===== src/rtl/prq_pkg.sv =====
// Package for the partial transfer length report queue.
// Holds the widths that are fixed by the register interface.
package prq_pkg;
    localparam int ID_W  = 5;   // transfer IDs 0..31
    localparam int REG_W = 32;  // software register width
    typedef logic [ID_W-1:0]  xfer_id_t;
    typedef logic [REG_W-1:0] reg_word_t;
endpackage


===== src/rtl/prq_storage.sv =====
// Record storage: a circular queue of (ID, length) records.
// Assumes push is only asserted when room exists after this cycle's pop,
// and pop is only asserted when the queue is non-empty.
module prq_storage
    import prq_pkg::*;
#(
    parameter int DEPTH = 4,
    parameter int LEN_W = 24,
    localparam int PTR_W = (DEPTH > 1) ? $clog2(DEPTH) : 1,
    localparam int CNT_W = $clog2(DEPTH + 1)
) (
    input  logic             clk,
    input  logic             rst_n,
    input  logic             push,
    input  logic             pop,
    input  xfer_id_t         wr_id,
    input  logic [LEN_W-1:0] wr_len,
    output xfer_id_t         head_id,
    output logic [LEN_W-1:0] head_len,
    output logic [CNT_W-1:0] occ
);
    xfer_id_t         id_mem  [DEPTH];
    logic [LEN_W-1:0] len_mem [DEPTH];
    logic [PTR_W-1:0] wr_ptr;
    logic [PTR_W-1:0] rd_ptr;

    // Advance a pointer with wrap at DEPTH (DEPTH need not be a power of two).
    function automatic logic [PTR_W-1:0] bump(input logic [PTR_W-1:0] p);
        return (p == PTR_W'(DEPTH - 1)) ? '0 : p + PTR_W'(1);
    endfunction

    // Write the incoming record into the slot at the write pointer.
    always_ff @(posedge clk) begin
        if (!rst_n) begin
            for (int i = 0; i < DEPTH; i++) begin
                id_mem[i]  <= '0;
                len_mem[i] <= '0;
            end
        end else if (push) begin
            id_mem[wr_ptr]  <= wr_id;
            len_mem[wr_ptr] <= wr_len;
        end
    end

    // Move the pointers and the occupancy count.
    always_ff @(posedge clk) begin
        if (!rst_n) begin
            wr_ptr <= '0;
            rd_ptr <= '0;
            occ    <= '0;
        end else begin
            if (push) wr_ptr <= bump(wr_ptr);
            if (pop)  rd_ptr <= bump(rd_ptr);
            occ <= occ + CNT_W'(push) - CNT_W'(pop);
        end
    end

    // Present the oldest record.
    always_comb begin
        head_id  = id_mem[rd_ptr];
        head_len = len_mem[rd_ptr];
    end
endmodule


===== src/rtl/prq_admit.sv =====
// Admission control: decides whether an event is stored or dropped, and
// keeps the sticky overflow flag. Assumes occ never exceeds DEPTH.
module prq_admit #(
    parameter int DEPTH = 4,
    localparam int CNT_W = $clog2(DEPTH + 1)
) (
    input  logic             clk,
    input  logic             rst_n,
    input  logic             ev_valid,
    input  logic             ev_report_en,
    input  logic             rd_id_stb,
    input  logic [CNT_W-1:0] occ,
    output logic             push,
    output logic             pop,
    output logic             overflow
);
    logic wanted;
    logic room;
    logic drop;

    // Decide push, pop and drop for this cycle.
    always_comb begin
        wanted = ev_valid && ev_report_en;
        pop    = rd_id_stb && (occ != '0);
        room   = (occ < CNT_W'(DEPTH)) || pop;
        push   = wanted && room;
        drop   = wanted && !room;
    end

    // Sticky overflow flag, cleared only by reset.
    always_ff @(posedge clk) begin
        if (!rst_n)    overflow <= 1'b0;
        else if (drop) overflow <= 1'b1;
    end
endmodule


===== src/rtl/prq_rdmux.sv =====
// Read-data formatting: zero-extends the head record into register words.
// Returns zero on both ports when the queue is empty.
module prq_rdmux
    import prq_pkg::*;
#(
    parameter int DEPTH = 4,
    parameter int LEN_W = 24,
    localparam int CNT_W = $clog2(DEPTH + 1)
) (
    input  logic [CNT_W-1:0] occ,
    input  xfer_id_t         head_id,
    input  logic [LEN_W-1:0] head_len,
    output reg_word_t        len_rdata,
    output reg_word_t        id_rdata,
    output logic             pending
);
    reg_word_t len_word;

    // Widen the length field; a field as wide as the register passes through.
    generate
        if (LEN_W < REG_W) begin : g_len_pad
            assign len_word = {{(REG_W - LEN_W){1'b0}}, head_len};
        end else begin : g_len_full
            assign len_word = head_len[REG_W-1:0];
        end
    endgenerate

    // Gate the read data by the non-empty flag.
    always_comb begin
        pending   = (occ != '0);
        len_rdata = pending ? len_word : '0;
        id_rdata  = pending ? {{(REG_W - ID_W){1'b0}}, head_id} : '0;
    end
endmodule


===== src/rtl/partial_len_queue.sv =====
// Top of the partial transfer length report queue. Logs (ID, bytes moved)
// for early-terminated transfers that requested reporting; software drains
// with length-then-ID read pairs. Assumes LEN_W <= 32.
module partial_len_queue
    import prq_pkg::*;
#(
    parameter int DEPTH = 4,
    parameter int LEN_W = 24,
    localparam int CNT_W = $clog2(DEPTH + 1)
) (
    input  logic             clk,
    input  logic             rst_n,
    input  logic             ev_valid,
    input  logic [4:0]       ev_id,
    input  logic [LEN_W-1:0] ev_len,
    input  logic             ev_report_en,
    input  logic             rd_len_stb,
    input  logic             rd_id_stb,
    output logic [31:0]      len_rdata,
    output logic [31:0]      id_rdata,
    output logic             pending,
    output logic             overflow
);
    logic             push;
    logic             pop;
    logic [CNT_W-1:0] occ_q;
    xfer_id_t         head_id;
    logic [LEN_W-1:0] head_len;
    logic             len_read_seen;

    // The length strobe has no side effect; it is sampled only for the checker.
    assign len_read_seen = rd_len_stb;

    prq_admit #(.DEPTH(DEPTH)) u_admit (
        .clk(clk), .rst_n(rst_n), .ev_valid(ev_valid),
        .ev_report_en(ev_report_en), .rd_id_stb(rd_id_stb), .occ(occ_q),
        .push(push), .pop(pop), .overflow(overflow)
    );

    prq_storage #(.DEPTH(DEPTH), .LEN_W(LEN_W)) u_store (
        .clk(clk), .rst_n(rst_n), .push(push), .pop(pop),
        .wr_id(ev_id), .wr_len(ev_len), .head_id(head_id),
        .head_len(head_len), .occ(occ_q)
    );

    prq_rdmux #(.DEPTH(DEPTH), .LEN_W(LEN_W)) u_rdmux (
        .occ(occ_q), .head_id(head_id), .head_len(head_len),
        .len_rdata(len_rdata), .id_rdata(id_rdata), .pending(pending)
    );
endmodule


===== config.mk =====
export PLATFORM = sky130hd
export DESIGN_NAME = partial_len_queue
export DESIGN_NICKNAME = d
export VERILOG_FILES = /design/src/rtl/prq_pkg.sv /design/src/rtl/prq_storage.sv /design/src/rtl/prq_admit.sv /design/src/rtl/prq_rdmux.sv /design/src/rtl/partial_len_queue.sv
export SDC_FILE = /design/constraint.sdc
export NUM_CORES = 1
export LEC_CHECK = 0
export BUFFER_PORTS_ARGS = -buffer_cell sky130_fd_sc_hd__buf_2
export CAP_MARGIN = 20
export CORE_MARGIN = 1.5
export CORE_UTILIZATION = 38
export CTS_CLUSTER_DIAMETER = 150
export DETAILED_ROUTE_END_ITERATION = 6
export PLACE_DENSITY_LB_ADDON = 0.08
export SKIP_LAST_GASP = 1
export SLEW_MARGIN = 20
export SYNTH_ARGS = -nofsm -noshare
export SYNTH_HDL_FRONTEND = slang
export SYNTH_SLANG_ARGS = --single-unit

===== constraint.sdc =====
create_clock -name clk -period 3.04 [get_ports clk]
set_input_delay 0.304 -clock clk [delete_from_list [all_inputs] [get_ports clk]]
set_output_delay 0.304 -clock clk [all_outputs]
set_load 0.005 [all_outputs]

# After elaboration in Yosys (flattened, before gate mapping)
# Memory sizes are Yosys's and may differ from the RTL's. A register that Yosys moved wholly into a read port is not among the register bits.
# Cells that the tools add are included.
dict set report totals {
  memories 2
  ff_bits 8
  mem_bits_rw 116
  output_inout_bits 66
  in_bits 35
}
dict set report classes {
  magnitude_cmp 1
  eq_ne 2
  n_addsub 4
  mux 18
  reduce_logical 9
}
# memory depth word_bits read_ports rd_clocked_by_memory_dff write_ports line
set mem_list {}
lappend mem_list {u_store.len_mem 4 24 1 1 4 prq_storage.sv:23} ;# logic [LEN_W-1:0] len_mem [DEPTH];
lappend mem_list {u_store.id_mem 4 5 1 1 4 prq_storage.sv:22} ;# xfer_id_t id_mem [DEPTH];
# op count
set op_table {}
lappend op_table {{24-bit 2-to-1 mux} 2}
lappend op_table {{24-bit OR reduction} 1}
lappend op_table {{2-bit 2-to-1 mux} 8}
lappend op_table {{5-bit 2-to-1 mux} 2}
lappend op_table {{1-bit 2-to-1 mux} 6}
lappend op_table {{5-bit OR reduction} 1}
lappend op_table {{2-bit by 1-bit adder with 2-bit output, second input constant} 2}
lappend op_table {{2-bit equality test, second input constant} 2}
lappend op_table {{1-bit logical AND} 4}
lappend op_table {{3-bit by 1-bit adder with 3-bit output} 1}
lappend op_table {{3-bit less-than comparator, second input constant} 1}
lappend op_table {{3-bit nonzero test} 1}
lappend op_table {{3-bit by 1-bit subtractor with 3-bit output} 1}
lappend op_table {{1-bit zero test} 1}
lappend op_table {{1-bit logical OR} 1}

# Depth between registers and ports, before layout
# Gate-level depths: netlist of the first run.
dict set report depth {
  word_depth 9
  mapped_depth 8
  depth_no_buf 8
}

# Cells and area by module
# A second synthesis of the first run with hierarchy kept.
dict set report unflattened {
  cells_unflattened 409
  hier_area_um2 6088.3
}
# module n_inst area_each_um2 cells_per_inst seq_area_each_um2
set by_module_without_submodules {}
lappend by_module_without_submodules {prq_storage 1 5454.0 326 3663.5}
lappend by_module_without_submodules {prq_rdmux 1 575.6 75 0.0}
lappend by_module_without_submodules {prq_admit 1 58.8 8 20.0}

# Worst setup path before layout of the first run
# OpenSTA, ideal clock, no wires.
dict set report synth_timing {
  kind {reg2reg}
  startpoint {reg u_store.occ[2]}
  endpoint {mem u_store.id_mem[1][0] in the netlist's numbering, enable pin}
  synth_period_minus_slack_ns 2.152
  required_time_ns 2.654
  path_slack_ns 0.888
  stages_incl_launch_ff 6
  arrival_time_ns 1.766
  path_cell_list {dfxtp_1 -> nor2b_1 -> buf_6 -> nor4_4 -> buf_6 -> or2b_1}
}
# element line
set synth_rtl {}
lappend synth_rtl {{start: declaration} prq_storage.sv:20} ;# output logic [CNT_W-1:0] occ
lappend synth_rtl {{start signal: assignment} prq_storage.sv:54} ;# occ <= occ + CNT_W'(push) - CNT_W'(pop);
lappend synth_rtl {{end: declaration} prq_storage.sv:22}

==> impl_metrics.env, run 1 <==
export IMPL_drive_gt1_frac=0.269
export IMPL_place_port_buffers=64
export IMPL_grt_use_total=0.154
export IMPL_synth_cells=406
export IMPL_post_cts_setup_buffer_count=0
export IMPL_netlist_area_leader_share=0.574
export IMPL_endpoint_kind="output port"
export IMPL_synth_edf_count=116
export IMPL_setup_tns_ps=0
export IMPL_wirelength_um=12100
export IMPL_ios=101
export IMPL_ant_nets=0
export IMPL_ys_warn_count=0
export IMPL_cts_tree="yes"
export IMPL_ys_top_cells_by_area="edfxtp_1 57%, and2_1 15%, mux4_2 9.3%"
export IMPL_drcViolationCount=0
export IMPL_combinationalPowerShare=0.182
export IMPL_slowest_stage="dfxtp_2"
export IMPL_holdPathStages=3
export IMPL_gp_congestion=0.662
export IMPL_core_um2=15400
export IMPL_yosysTopAreaCell="edfxtp_1"
export IMPL_nets=517
export IMPL_synthFlopType="edfxtp_1"
export IMPL_vdd_ir_drop_worst_mv=0.496
export IMPL_power_density_nw_per_um2=702
export IMPL_synth_seq_cells=126
export IMPL_vias=3237
export IMPL_wire_per_inst_um=17.2
export IMPL_leakage_nw=2.78
export IMPL_cts_buffers=17
export IMPL_cts_buffer_depth=2
export IMPL_start_util=0.394
export IMPL_status="complete, no violations"
export IMPL_clk_pin_slew_ps=50
export IMPL_antenna_found_initial=1
export IMPL_async_flop_share=0
export IMPL_avgSynthCellArea_um2=14.9
export IMPL_min_period_ps=2510
export IMPL_timing_final_crit_share=0.826
export IMPL_cts_num_sinks=126
export IMPL_netlist_area_um2=6060
export IMPL_clock_latency_ps=410
export IMPL_worstHoldStart="ev_report_en"
export IMPL_cts_hold_buf=0
export IMPL_rsz0062_at_grt="no"
export IMPL_grt_pass1_vias=3327
export IMPL_hold_violations=0
export IMPL_path_buf_inv=2
export IMPL_cp_max_fo=13
export IMPL_cts_root_buf="clkbuf_16"
export IMPL_post_cts_resized=0
export IMPL_crit_path_start_kind="flop"
export IMPL_rows=45
export IMPL_grt_pass1_wl_um=18200
export IMPL_yosysUniqueCellTypes=35
export IMPL_arrival_ps=2210
export IMPL_hold_ws_ps=176
export IMPL_rr_worst_depth=8
export IMPL_clockPowerShare=0.396
export IMPL_cp_cell_sequence="buf_4 -> mux4_1 -> and2_1 -> buf_2"
export IMPL_die_w_um=129
export IMPL_p_seq_frac=0.421
export IMPL_grt_overflow=0
export IMPL_grt_max_degree=32
export IMPL_ys_seq_area_frac=0.608
export IMPL_hpwl_um=7020
export IMPL_hold_class="input port to flop"
export IMPL_critPathRequiredTime_ps=2740
export IMPL_cp_slowest_stage_delay_ps=660
export IMPL_setup_viol=0
export IMPL_swShare=0.243
export IMPL_crit_type="flop to output port"
export IMPL_cp_depth=4
export IMPL_rr_startpoint="u_store.occ[2]"
export IMPL_htreeDepth=4
export IMPL_max_cap_violations=0
export IMPL_viasPerCell=4.60
export IMPL_tightest_slew_ps=528
export IMPL_drt_iter0_drc=159
export IMPL_die_h_um=129
export IMPL_maxClockFrequency_ghz=0.398
export IMPL_maxSlewHeadroom=0.648
export IMPL_maxSlewViolCount=0
export IMPL_area_delta_synth_final_pct=16.3
export IMPL_drt_pass1_iter_count=4
export IMPL_power_switching_w=0.00120
export IMPL_die_area_um2=16700
export IMPL_fillers=1402
export IMPL_intPower_w=0.00375
export IMPL_critPathTopFamily="flip-flops"
export IMPL_skew_ps=6.87
## worst min-delay path, cell delays in order
cell	delay, ps
buf_2	100
a31oi_1	70
nor2_1	70
## synthesized netlist by cell type (3+ instances only)
cell type,number
a21oi_1,6
and2_1,148
buf_2,3
buf_4,36
buf_6,9
clkbuf_1,5
clkbuf_2,4
dfxtp_1,10
edfxtp_1,116
ha_1,3
mux4_1,4
mux4_2,25
nand2_1,3
nand2b_1,3
nor2_1,3
o21ai_0,3
or2b_1,3
## logic make-up after synthesis
family / count (synthesis) / synth area share
AO/OA/AOI/OAI: 12 / 0.0111
other: 1 / 0.000618
multiplexers: 29 / 0.110
XOR/XNOR: 2 / 0.00289
adder cells (fa/ha/maj): 4 / 0.00949
buffers and inverters: 61 / 0.0753
AND/OR/NAND/NOR: 171 / 0.183
flip-flops: 126 / 0.608
## state kept, by name (all words and copies together), names as in the netlist, named ones only
register          count
u_store.id_mem       20
u_store.len_mem      96
u_store.wr_ptr        2
u_store.rd_ptr        2
u_store.occ           3
u_admit.overflow      1
## power by group through the flow
stage | sequential [W] | combinational (W) | clock (W)
4_1_cts | 0.00209 | 0.000940 | 0.00199
3_5_place_dp | 0.00213 | 0.000938 | 0
5_1_grt | 0.00210 | 0.00101 | 0.00205
6_report | 0.00209 | 0.000903 | 0.00196
2_1_floorplan | 0.00207 | 0.000658 | 0
3_3_place_gp | 0.00212 | 0.000929 | 0
## area by class of cell
cell class | count | area [um2] | share of cell area
diodes | 2 | 5.00 | 0.000709
clock buffers | 22 | 444 | 0.0630
repair buffers | 77 | 468 | 0.0663
well taps | 211 | 264 | 0.0374
inverters | 3 | 11.3 | 0.00160
multi-input cells | 253 | 2060 | 0.292
clock inverters | 10 | 120 | 0.0170
flip-flops and latches | 126 | 3680 | 0.522
## layout by cell type, fill, tap and decap left out, drive strengths merged
cell / count
nand4: 1
nor2: 3
nor4: 2
xnor2: 1
xor2: 1
nor3: 1
bufinv: 3
buf: 77
or2b: 3
edfxtp: 116
diode: 2
or3: 2
fa: 1
dfxtp: 10
mux4: 29
clkbuf: 22
and2: 148
ha: 3
clkinv: 7
a31o: 1
o31ai: 1
a31oi: 1
inv: 3
nor4b: 1
or4: 1
nor2b: 1
a21oi: 6
nand2: 3
nand3: 2
nand2b: 3
conb: 35
o21ai: 3
## metal layers
layer | track usage | vias up | routed length, um
met3 | 0.0479 | 11 | 626
li1 | - | 1531 | -
met1 | 0.177 | 1612 | 5020
met5 | 0 | - | 0
met2 | 0.271 | 83 | 6330
met4 | 0.0535 | 0 | 107
## per-stage QoR
stage	utilization	area (um2)	std cells	power (W)	setup slack [ps]
after global placement	0.422	6480	670	0.00305	912
after CTS	0.459	7050	702	0.00502	462
after global routing	0.459	7050	702	0.00517	394
after detailed placement	0.422	6480	670	0.00306	911
after floorplan	-	6190	440	0.00273	888
final	0.459	7050	704	0.00495	528
## worst paths after layout
check	end	slack (ps)
worst max-delay path	len_rdata[3]	530
worst min-delay path	u_admit.overflow	180
worst max register to register	u_store.occ[2]	920
worst min register to register	u_admit.overflow	480
Note: power is estimated with default switching activity, not from simulation.
==> inputs of run 2 (changes only) <==
==> constraint.sdc (replaced) <==
create_clock -name clk -period 2.6 [get_ports clk]
set_input_delay 0.26 -clock clk [delete_from_list [all_inputs] [get_ports clk]]
set_output_delay 0.26 -clock clk [all_outputs]
set_load 0.005 [all_outputs]
==> run 2 against run 1 <==
Effect of this change: register-to-register slack got worse by 460 ps; utilization rose by 0.089 points; via count fell by 0.46%; combinational power rose by 21%; sequential share of layout area fell by 0.10 points; total power rose by 17%; routed wire length barely moved; cell count fell by 0.14%; worst setup slack got worse by 190 ps; critical endpoint is now len_rdata[19]; largest cell class unchanged; largest power group unchanged.
==> impl_metrics.env, run 2 (synthesized netlist as in run 1, its figures left out) <==
export IMPL_grt_overflow=0
export IMPL_antenna_found_initial=1
export IMPL_clockPowerShare=0.393
export IMPL_design_area_um2=7070
export IMPL_place_port_buffers=64
export IMPL_die_w_um=129
export IMPL_post_cts_resized=0
export IMPL_timing_final_crit_share=0.869
export IMPL_slowest_stage="mux4_1"
export IMPL_max_cap_violations=0
export IMPL_p_seq_frac=0.418
export IMPL_placedInstanceArea_um2=6500
export IMPL_status="complete, no violations"
export IMPL_cp_cell_sequence="buf_12 -> mux4_1 -> and2_1 -> buf_2"
export IMPL_gp_congestion=0.674
export IMPL_drcViolationCount=0
export IMPL_largest_register="u_store.len_mem"
export IMPL_core_um2=15400
export IMPL_htreeDepth=4
export IMPL_final_cell_mix="148 x and2_1, 116 x edfxtp_1, 64 x buf_2, 35 x conb_1, 25 x mux4_2"
export IMPL_fillers=1412
export IMPL_cts_root_buf="clkbuf_16"
export IMPL_vdd_ir_drop_worst_mv=0.585
export IMPL_rows=45
export IMPL_post_cts_setup_buffer_count=0
export IMPL_drive_gt1_frac=0.271
export IMPL_cts_num_sinks=126
export IMPL_die_area_um2=16700
export IMPL_hold_violations=0
export IMPL_power_switching_w=0.00140
export IMPL_clock_latency_ps=410
export IMPL_min_period_ps=2260
export IMPL_ant_nets=0
export IMPL_final_common_cell="and2_1"
export IMPL_die_h_um=129
export IMPL_hpwl_um=6920
export IMPL_rsz0062_at_grt="no"
export IMPL_setup_tns_ps=0
export IMPL_drt_pass1_iter_count=4
export IMPL_crit_path_start_kind="flop"
export IMPL_maxSlewViolCount=0
export IMPL_largest_reg_flops=96
export IMPL_cts_buffer_depth=2
export IMPL_clk_pin_slew_ps=50
export IMPL_reg_largest_list="u_store.len_mem x96, u_store.id_mem x20, u_store.occ x3"
export IMPL_wire_per_inst_um=17.2
export IMPL_endpoint_kind="output port"
export IMPL_setup_viol=0
export IMPL_critPathRequiredTime_ps=2340
export IMPL_cts_buffers=17
export IMPL_combinationalPowerShare=0.190
export IMPL_area_delta_synth_final_pct=16.6
export IMPL_cts_hold_buf=0
export IMPL_hold_class="input port to flop"
export IMPL_ios=101
export IMPL_arrival_ps=2000
export IMPL_maxClockFrequency_ghz=0.442
export IMPL_drt_iter0_drc=114
export IMPL_cp_slowest_stage_delay_ps=590
export IMPL_grt_pass1_vias=3268
export IMPL_wirelength_um=12100
export IMPL_swShare=0.243
export IMPL_crit_type="flop to output port"
export IMPL_grt_pass1_wl_um=18400
export IMPL_cts_tree="yes"
export IMPL_skew_ps=8.06
export IMPL_power_density_nw_per_um2=817
export IMPL_leakage_nw=2.79
export IMPL_vias=3222
export IMPL_start_util=0.394
export IMPL_grt_max_degree=32
export IMPL_cp_max_fo=25
export IMPL_nets=518
export IMPL_viasPerCell=4.58
export IMPL_grt_use_total=0.156
export IMPL_intPower_w=0.00437
[run 2: changes by cell type in the layout (fill, tap and decap cells not counted), sizes merged]
| cell | change |
|---|---|
| clkinv | +1 |
| buf | +1 |
| diode | -1 |
| clkbuf | -2 |
[run 2: layout make-up]
| cell class | count | area [um2] | share of cell area |
|---|---|---|---|
| clock inverters | 11 | 124 | 0.0175 |
| multi-input cells | 253 | 2060 | 0.291 |
| repair buffers | 78 | 488 | 0.0690 |
| clock buffers | 20 | 437 | 0.0618 |
| well taps | 211 | 264 | 0.0374 |
| flip-flops and latches | 126 | 3680 | 0.521 |
| inverters | 3 | 11.3 | 0.00159 |
| diodes | 1 | 2.50 | 0.000354 |
[run 2: worst paths after layout]
path	start	endpoint	slack, ps	depth (start not counted)
setup / recovery	flop	len_rdata[19]	340	4
hold / removal	ev_report_en	u_admit.overflow	140	3
setup reg to reg	u_store.occ[2]	u_store.occ[2]	460	8
hold reg to reg	u_admit.overflow	u_admit.overflow	490	2
[run 2: worst max-delay path, delay by kind of cell (launching register included)]
kind                   cells  cell delay (ps)
muxes                      1              590
DFF                        1              430
buffers and inverters      2              390
and+or+nand+nor            1              170
[run 2: stage by stage]
stage               total power, W  hold WS [ps]   util  cells  setup slack, ps
global route               0.00604           146  0.460    702              205
floorplan                  0.00320           382      -    440              448
CTS                        0.00586           119  0.460    702              279
detailed placement         0.00358           461  0.423    671              460
finish                     0.00577           142  0.460    703              340
global placement           0.00357           455  0.423    671              514
[run 2: power groups by stage]
| stage | clock [W] | sequential (W) | combinational [W] |
|---|---|---|---|
| after global placement | 0 | 0.00245 | 0.00112 |
| after CTS | 0.00232 | 0.00241 | 0.00113 |
| after global routing | 0.00239 | 0.00243 | 0.00121 |
| final | 0.00227 | 0.00241 | 0.00109 |
| after detailed placement | 0 | 0.00245 | 0.00113 |
| after floorplan | 0 | 0.00243 | 0.000770 |
[run 2: layer usage]
metal	up-vias	routed length, um	GRT usage
li1	1532	-	-
met5	-	0	0
met3	5	758	0.0483
met4	0	68	0.0509
met1	1584	5090	0.188
met2	101	6170	0.266
